File: src/rtl/bankwin_pkg.sv
package bankwin_pkg;
    localparam int BANK_W   = 3;
    localparam int HI_W     = 3;
    localparam int NUM_CS   = 5;
    localparam int CS_IDX_W = $clog2(NUM_CS);

    typedef logic [BANK_W-1:0] bank_t;

    typedef struct packed {
        bank_t bank;
    } bank_state_t;

    // index of the select line that a page drives low
    localparam logic [CS_IDX_W-1:0] SEL_RAM = CS_IDX_W'(0);
    localparam logic [CS_IDX_W-1:0] SEL_IO0 = CS_IDX_W'(1);
    localparam logic [CS_IDX_W-1:0] SEL_IO1 = CS_IDX_W'(2);
    localparam logic [CS_IDX_W-1:0] SEL_EXP = CS_IDX_W'(3);
    localparam logic [CS_IDX_W-1:0] SEL_ROM = CS_IDX_W'(4);
endpackage

File: src/rtl/bankwin_bank_reg.sv
module bankwin_bank_reg
    import bankwin_pkg::*;
#(
    parameter int           ADDR_W   = 16,
    parameter logic [15:0]  REG_ADDR = 16'hC000
) (
    input  logic              clk,
    input  logic              rst_n,
    input  logic [ADDR_W-1:0] addr,
    input  logic              wr_en,
    input  bank_t             wdata,
    output bank_t             bank
);
    bank_state_t state_d, state_q;
    logic        hit;

    always_comb begin
        hit     = wr_en && (addr == ADDR_W'(REG_ADDR));
        state_d = state_q;
        if (hit) begin
            state_d.bank = wdata;
        end
    end

    always_ff @(posedge clk or negedge rst_n) begin
        if (!rst_n) begin
            state_q <= '0;
        end else begin
            state_q <= state_d;
        end
    end

    assign bank = state_q.bank;


    bank_load_chk: assert property (@(posedge clk) disable iff (!rst_n)
        (wr_en && addr == ADDR_W'(REG_ADDR)) |=> (bank == $past(wdata)));


    bank_hold_chk: assert property (@(posedge clk) disable iff (!rst_n)
        !(wr_en && addr == ADDR_W'(REG_ADDR)) |=> $stable(bank));


    bank_reset_chk: assert property (@(posedge clk)
        !rst_n |-> (bank == '0));
endmodule

File: src/rtl/bankwin_hi_map.sv
module bankwin_hi_map
    import bankwin_pkg::*;
#(
    parameter int NUM_BANKS = 5
) (
    input  logic [1:0]      a_top,
    input  bank_t           bank,
    output logic [HI_W-1:0] hi
);
    localparam logic [1:0]      WIN_CODE = 2'b10;
    localparam logic [HI_W-1:0] HOME_HI  = {1'b0, WIN_CODE};

    logic  in_win;
    logic  valid_alt;
    bank_t alt_idx;

    always_comb begin
        in_win    = (a_top == WIN_CODE);
        valid_alt = (bank != '0) && (int'(bank) < NUM_BANKS);
        alt_idx   = bank - bank_t'(1);
        if (!in_win) begin
            hi = {1'b0, a_top};
        end else if (valid_alt) begin
            hi = {1'b1, alt_idx[1:0]};
        end else begin
            hi = HOME_HI;
        end
    end
endmodule

File: src/rtl/bankwin_page_dec.sv
module bankwin_page_dec
    import bankwin_pkg::*;
#(
    parameter logic [7:0] RAM_LAST_PG  = 8'hBF,
    parameter logic [7:0] IO0_PG       = 8'hC0,
    parameter logic [7:0] IO1_PG       = 8'hC1,
    parameter logic [7:0] ROM_FIRST_PG = 8'hE0
) (
    input  logic [7:0]          page,
    output logic [CS_IDX_W-1:0] sel
);
    always_comb begin
        if (page <= RAM_LAST_PG) begin
            sel = SEL_RAM;
        end else if (page == IO0_PG) begin
            sel = SEL_IO0;
        end else if (page == IO1_PG) begin
            sel = SEL_IO1;
        end else if (page >= ROM_FIRST_PG) begin
            sel = SEL_ROM;
        end else begin
            sel = SEL_EXP;
        end
    end
endmodule

File: src/rtl/bankwin_xlate.sv
module bankwin_xlate
    import bankwin_pkg::*;
(
    input  logic              clk,
    input  logic              rst_n,
    input  logic [15:0]       cpu_addr,
    input  logic              bank_we,
    input  logic [2:0]        bank_wdata,
    output logic [2:0]        sram_hi,
    output logic [4:0]        cs_n
);
    bank_t                bank_q;
    logic [CS_IDX_W-1:0]  sel;

    bankwin_bank_reg #(.ADDR_W(16), .REG_ADDR(16'hC000)) u_bank (
        .clk   (clk),
        .rst_n (rst_n),
        .addr  (cpu_addr),
        .wr_en (bank_we),
        .wdata (bank_wdata),
        .bank  (bank_q)
    );

    bankwin_hi_map #(.NUM_BANKS(5)) u_hi (
        .a_top (cpu_addr[15:14]),
        .bank  (bank_q),
        .hi    (sram_hi)
    );

    bankwin_page_dec u_pg (
        .page (cpu_addr[15:8]),
        .sel  (sel)
    );

    for (genvar i = 0; i < NUM_CS; i++) begin : g_cs
        assign cs_n[i] = (sel != CS_IDX_W'(i));
    end


    window_map_chk: assert property (@(posedge clk) disable iff (!rst_n)
        (cpu_addr[15:14] == 2'b10 && bank_q != 3'd0 && bank_q < 3'd5)
        |-> (sram_hi[2] && sram_hi[1:0] == 2'(bank_q - 3'd1)));


    reserved_bank_chk: assert property (@(posedge clk) disable iff (!rst_n)
        (cpu_addr[15:14] == 2'b10 && (bank_q == 3'd0 || bank_q >= 3'd5))
        |-> (sram_hi == 3'b010));


    outside_map_chk: assert property (@(posedge clk) disable iff (!rst_n)
        (cpu_addr[15:14] != 2'b10) |-> (!sram_hi[2] && sram_hi[1:0] == cpu_addr[15:14]));


    ram_sel_chk: assert property (@(posedge clk) disable iff (!rst_n)
        (cpu_addr[15:8] <= 8'hBF) |-> !cs_n[0]);


    one_cs_chk: assert property (@(posedge clk) disable iff (!rst_n)
        $countones(~cs_n) == 1);
endmodule

File: config.mk
export PLATFORM = sky130hd
export DESIGN_NAME = bankwin_xlate
export DESIGN_NICKNAME = d
export VERILOG_FILES = /design/src/rtl/bankwin_pkg.sv /design/src/rtl/bankwin_bank_reg.sv /design/src/rtl/bankwin_hi_map.sv /design/src/rtl/bankwin_page_dec.sv /design/src/rtl/bankwin_xlate.sv
export SDC_FILE = /design/constraint.sdc
export NUM_CORES = 1
export LEC_CHECK = 0
export BUFFER_PORTS_ARGS = -buffer_cell sky130_fd_sc_hd__buf_2
export CAP_MARGIN = 25
export CORE_AREA = 2 2 39 41
export DETAILED_ROUTE_END_ITERATION = 10
export DIE_AREA = 0 0 41 43
export GPL_TIMING_DRIVEN = 0
export PLACE_DENSITY = 0.53
export SYNTH_ARGS = -nofsm -noshare
export SYNTH_HDL_FRONTEND = slang
export SYNTH_SLANG_ARGS = --single-unit
export TNS_END_PERCENT = 100
File: constraint.sdc
create_clock -name clk -period 1.4 [get_ports clk]
set_clock_uncertainty 0.15 [all_clocks]
set_input_delay 0.07 -clock clk [delete_from_list [all_inputs] [get_ports clk]]
set_output_delay 0.07 -clock clk [all_outputs]
set_load 0.02 [all_outputs]
### Word-level counts from Yosys, hierarchy flattened

Cells that the tools add are included.
Widths: inputs -> output; s select.

| operators by class | value |
|---|---|
| add/sub/neg operators | 1 |
| $mul | 0 |
| divide/modulo/power cells | 0 |
| $lt $le $gt $ge | 3 |
| equal/unequal tests | 8 |
| shifts and indexed selects | 0 |
| muxes and demuxes | 6 |
| bitwise logic cells | 0 |
| reduce and logical (&&, ||, !) cells | 4 |

Operators with widths:

| operator | number |
|---|---|
| $mux 3 | 6 |
| $eq 16x16->1 const B | 1 |
| $eq 8x8->1 const B | 2 |
| $ge 8x8->1 const B | 1 |
| $le 8x8->1 const B | 1 |
| $ne 3x2->1 const B | 2 |
| $reduce_bool 3->1 | 2 |
| $lt 3x3->1 const B | 1 |
| $ne 3x1->1 const B | 1 |
| $ne 3x3->1 const B | 1 |
| $eq 2x2->1 const B | 1 |
| $logic_and 1x1->1 | 2 |
| $sub 2x1->2 const B | 1 |

| storage, ports and cells | value |
|---|---|
| flip-flop bits (word level) | 3 |
| latch bits | 0 |
| RAM bits | 0 |
| ROM bits | 0 |
| input bits | 22 |
| output and inout port bits | 8 |
| word-level logic and storage cells | 23 |
| memories | 0 |

### Logic depth before layout (Yosys ltp)

| logic depth | value |
|---|---|
| depth after elaboration | 6 |
| gate-level depth with buffers | 6 |
| mapped depth without buffers | 6 |

### Hierarchy

A second synthesis with hierarchy kept.

| second synthesis, totals | value |
|---|---|
| cell total of the unflattened synthesis | 36 |
| area total of the unflattened synthesis | 356.6 um2 |

Modules (own cells, without submodules):

| module | times used | cells each | area each (um2) | seq. area each (um2) |
|---|---|---|---|---|
| bankwin_bank_reg | 1 | 14 | 172.7 | 75.1 |
| bankwin_hi_map | 1 | 11 | 95.1 | 0.0 |
| bankwin_page_dec | 1 | 6 | 48.8 | 0.0 |
| bankwin_xlate | 1 | 5 | 40.0 | 0.0 |

### Least setup slack after synthesis

Ideal clock, no wire load.

| timing path | value |
|---|---|
| path type | register to output |
| start | register u_bank.state_q (netlist bit u_bank.bank[0]) |
| end | output port sram_hi[0] |
| arrival | 1,336 ps |
| data required time | 1,180 ps |
| setup slack | -156 ps |
| cell stages (with the launch flop) | 7 |
| buffers on the path | 0 |
| cells stage by stage | dfrtp_1 -> inv_1 -> ha_1 -> nor2_1 -> a31oi_1 -> or2_2 -> o21bai_1 |

| on the way | value |
|---|---|
| word-level cells in the longest chain between the ends | 4 |
| elaborated cells on any way between the ends | 6 |
| those cells by class | add/sub: 1; order compare: 1; mux: 2; reduce/logical: 2 |

RTL lines:

| item | RTL line | RTL |
|---|---|---|
| start, declared | bankwin_bank_reg.sv:14 | `bank_state_t state_d, state_q;` |
| start signal, assigned | bankwin_bank_reg.sv:29 | `state_q <= state_d;` |
| $lt 3x3->1 or $reduce_bool 3->1 (tied branches) | bankwin_hi_map.sv:19 | `valid_alt = (bank != '0) && (int'(bank) < NUM_BANKS);` |
| $logic_and 1x1->1 | bankwin_hi_map.sv:19 |  |
| $mux 3 * | bankwin_hi_map.sv:23 | `end else if (valid_alt) begin` |
| $mux 3 * | bankwin_hi_map.sv:21 | `if (!in_win) begin` |
| end, declared | bankwin_xlate.sv:9 | `output logic [2:0] sram_hi,` |

Mark *: on every way between the ends. The rest lies on a longest branch, timed or not.

### Worst setup path after layout

Ends and elaborated chain as after synthesis.

==> results by group <==
Outcome
  • Outcome: finished with violations
  • Failing checks: negative setup slack

GRT
  • Pin count of the biggest net entering global routing: 5
  • Global-route usage over all layers: 0.1150
  • GRT overflow: 0
  • Number of global-route vias before repair: 318
  • Initial antenna violation count: 0
  • First-pass GRT wire length: 1.297 mm

Clocking
  • Root buf cell: clkbuf_4
  • Clock sinks: 3
  • Total CTS buffers: 3
  • Skew-Pair Late Insertion Delay: 0.23 ns
  • Max Buffers Root-to-Sink: 2
  • Clock transition at path regs: 0.04 ns
  • CTS tree: yes
  • H-tree depth: 1

STA
  • # setup viols final: 8
  • Fin crit period: 1.644 ns
  • Hold Slack: 0.1047 ns
  • Period utilization: 1.174
  • Max-slew headroom: 0.7385
  • Maximum clock frequency: 608.3 MHz
  • Worst-Margin Slew: 0.3893 ns
  • RSZ-0062 raised after global routing: yes
  • Slew Viols, Final: 0
  • Setup TNS: -1.069 ns
  • Fin. Hold Viols: 0
  • Setup ws final: -0.2438 ns

Die
  • Starting density of the core: 0.1872
  • DIE AREA: 1763 µm²
  • Chip height: 43 µm
  • Chip width: 41 µm
  • IO Pins: 30
  • Core area: 1384 µm²
  • Row Count: 14

Yosys
  • XOR/XNOR Fraction of Synth Area: 0
  • Largest family of logic cells by synthesized area: simple AND/OR/NAND/NOR gates
  • Simple-Gate Fraction of Synth Area: 0.4203
  • Post-synthesis adder-cell area fraction: 0.04831
  • Unique masters post-synth: 16
  • Compound-Gate Fraction of Synth Area: 0.05314
  • FF+latch count, synth: 3
  • Multiplexer area fraction after synthesis: 0.1304
  • Syn_nets: 53
  • Number of synthesis warnings: 0
  • Avg Cell Area, Syn: 8.633 µm²
  • Synth Cell Area: 259.0 µm²
  • Syn Inst Count: 30
  • Sequential share of the synthesized area: 0.2899

Power and ir drop
  • Final Power: 322.4 µW
  • Pwr dens: 531.3 nW/µm²
  • VDD IR max: 0.0003740 V
  • Pleak: 0.3306 nW

Drt
  • TritonRoute pass-1 iters: 2
  • Vias post-DR: 355
  • Post-DRT Antenna Nets: 0
  • DRT Wirelength: 862 µm
  • Vias/cell: 4.080
  • DR iter-0 viols: 1
  • Drt wl/cell: 9.908 µm
  • Residual DRC: 0

Layout
  • Most common cell after layout, fill and taps aside: buf_2
  • # nets final: 95
  • Share of cells above drive strength 1: 0.6620
  • Ant diodes: 0
  • Most frequent cells in the layout: buf_2 (24), dlygate4sd3_1 (6), nand2_1 (4), buf_6 (4)
  • Finished Layout Cells: 87
  • Fin util: 0.4385
  • Fill count: 152
  • Max reg flops: 3
  • Area Growth Syn to Fin: 134.3%

Worst setup path
  • Startpoint Class: register
  • Setup crit start: u_bank.bank[0]
  • Worst-path fanout max: 2
  • Reg2reg setup slack: 0.34 ns
  • CP Data Required Time: 1.18 ns
  • Reg-to-Reg Start: u_bank.bank[0]
  • Arrival time worst endpoint: 1.42 ns
  • CP Capture Type: output port
  • WS Path Type: reg2out

Placement
  • Number of I/O port buffers: 29
  • DP HPWL: 620.4 µm
  • Global placer's final weighted congestion: 0.6727
  • Dpl cells: 75

Hold path
  • Hold WC Path Type: in2reg
  • HP Start: cpu_addr[1]

Job
  • Max-Cap Viols: 0
worst max-delay path: stages (launching register included):
cell      delay, ns
dfrtp_1        0.36
inv_2          0.05
ha_2           0.15
nor2_1         0.08
a31oi_1        0.06
or2_4          0.26
o21bai_4       0.11
buf_6          0.13
worst paths after layout:
path	end	cells after the start
setup / recovery	sram_hi[0]	7
setup reg to reg	u_bank.bank[0]	2
max in group asynchronous	u_bank.bank[1]	3
hold / removal	u_bank.bank[2]	4
hold reg to reg	u_bank.bank[1]	1
min in group asynchronous	u_bank.bank[0]	3
layer usage:
layer  part of all wire  GRT usage  up-vias
li1                   -          -      187
met1               0.35     0.1176      164
met2               0.63     0.1875        4
met3              0.015    0.03141        0
met4                  0    0.08000        0
met5                  0          0        -
repair_timing:
action / CTS / global route
hold endpoints to repair: 6 / 0
resized for setup: 16 / 1
pin swaps: 6 / 4
hold buffers: 6 / 0
buffers inserted: 1 / 1
endpoints found under the setup margin: 7 / 8
Yosys cell counts, drive strengths merged:
library cell / number / area (µm²)
or4b: 1 / 10.01
or2: 1 / 6.260
nor3b: 1 / 7.510
or4: 2 / 20.02
dfrtp: 3 / 75.07
nor3: 3 / 20.02
nand4b: 1 / 15.01
nand2: 4 / 15.01
nor2: 4 / 15.01
ha: 1 / 12.51
a31oi: 1 / 6.260
o21bai: 1 / 7.510
inv: 4 / 15.01
mux2: 3 / 33.78
power breakdown:
group / internal (mW) / total (mW) / switching [mW]
combinational: 0.0491 / 0.0850 / 0.0359
clock: 0.107 / 0.150 / 0.0434
sequential: 0.0872 / 0.0873 / 0.0000214
through the flow:
stage	setup WS, ns	instance area, µm²
6_report	-0.2438	606.8
5_1_grt	-0.3308	606.8
4_1_cts	-0.3063	599.3
3_5_place_dp	-0.3353	444.2
3_3_place_gp	-0.3339	444.2
2_1_floorplan	-0.1438	279.0
final cells by class:
cell class | instances | area, µm² | share of cell area
well taps | 16 | 20.02 | 0.03299
clock buffers | 4 | 26.28 | 0.04330
flip-flops and latches | 3 | 75.07 | 0.1237
inverters | 4 | 15.01 | 0.02474
multi-input cells | 23 | 222.7 | 0.3670
repair buffers | 37 | 247.7 | 0.4082
kinds of logic (layout without fill, tap and decap cells):
group                    count (synthesis)  after routing
buffers and inverters                    4             45
AO/OA/AOI/OAI                            2              2
AND/OR/NAND/NOR                         17             17
multiplexers                             3              3
flip-flops                               3              3
adder cells (fa/ha/maj)                  1              1
(Power assumes the default switching activity.)
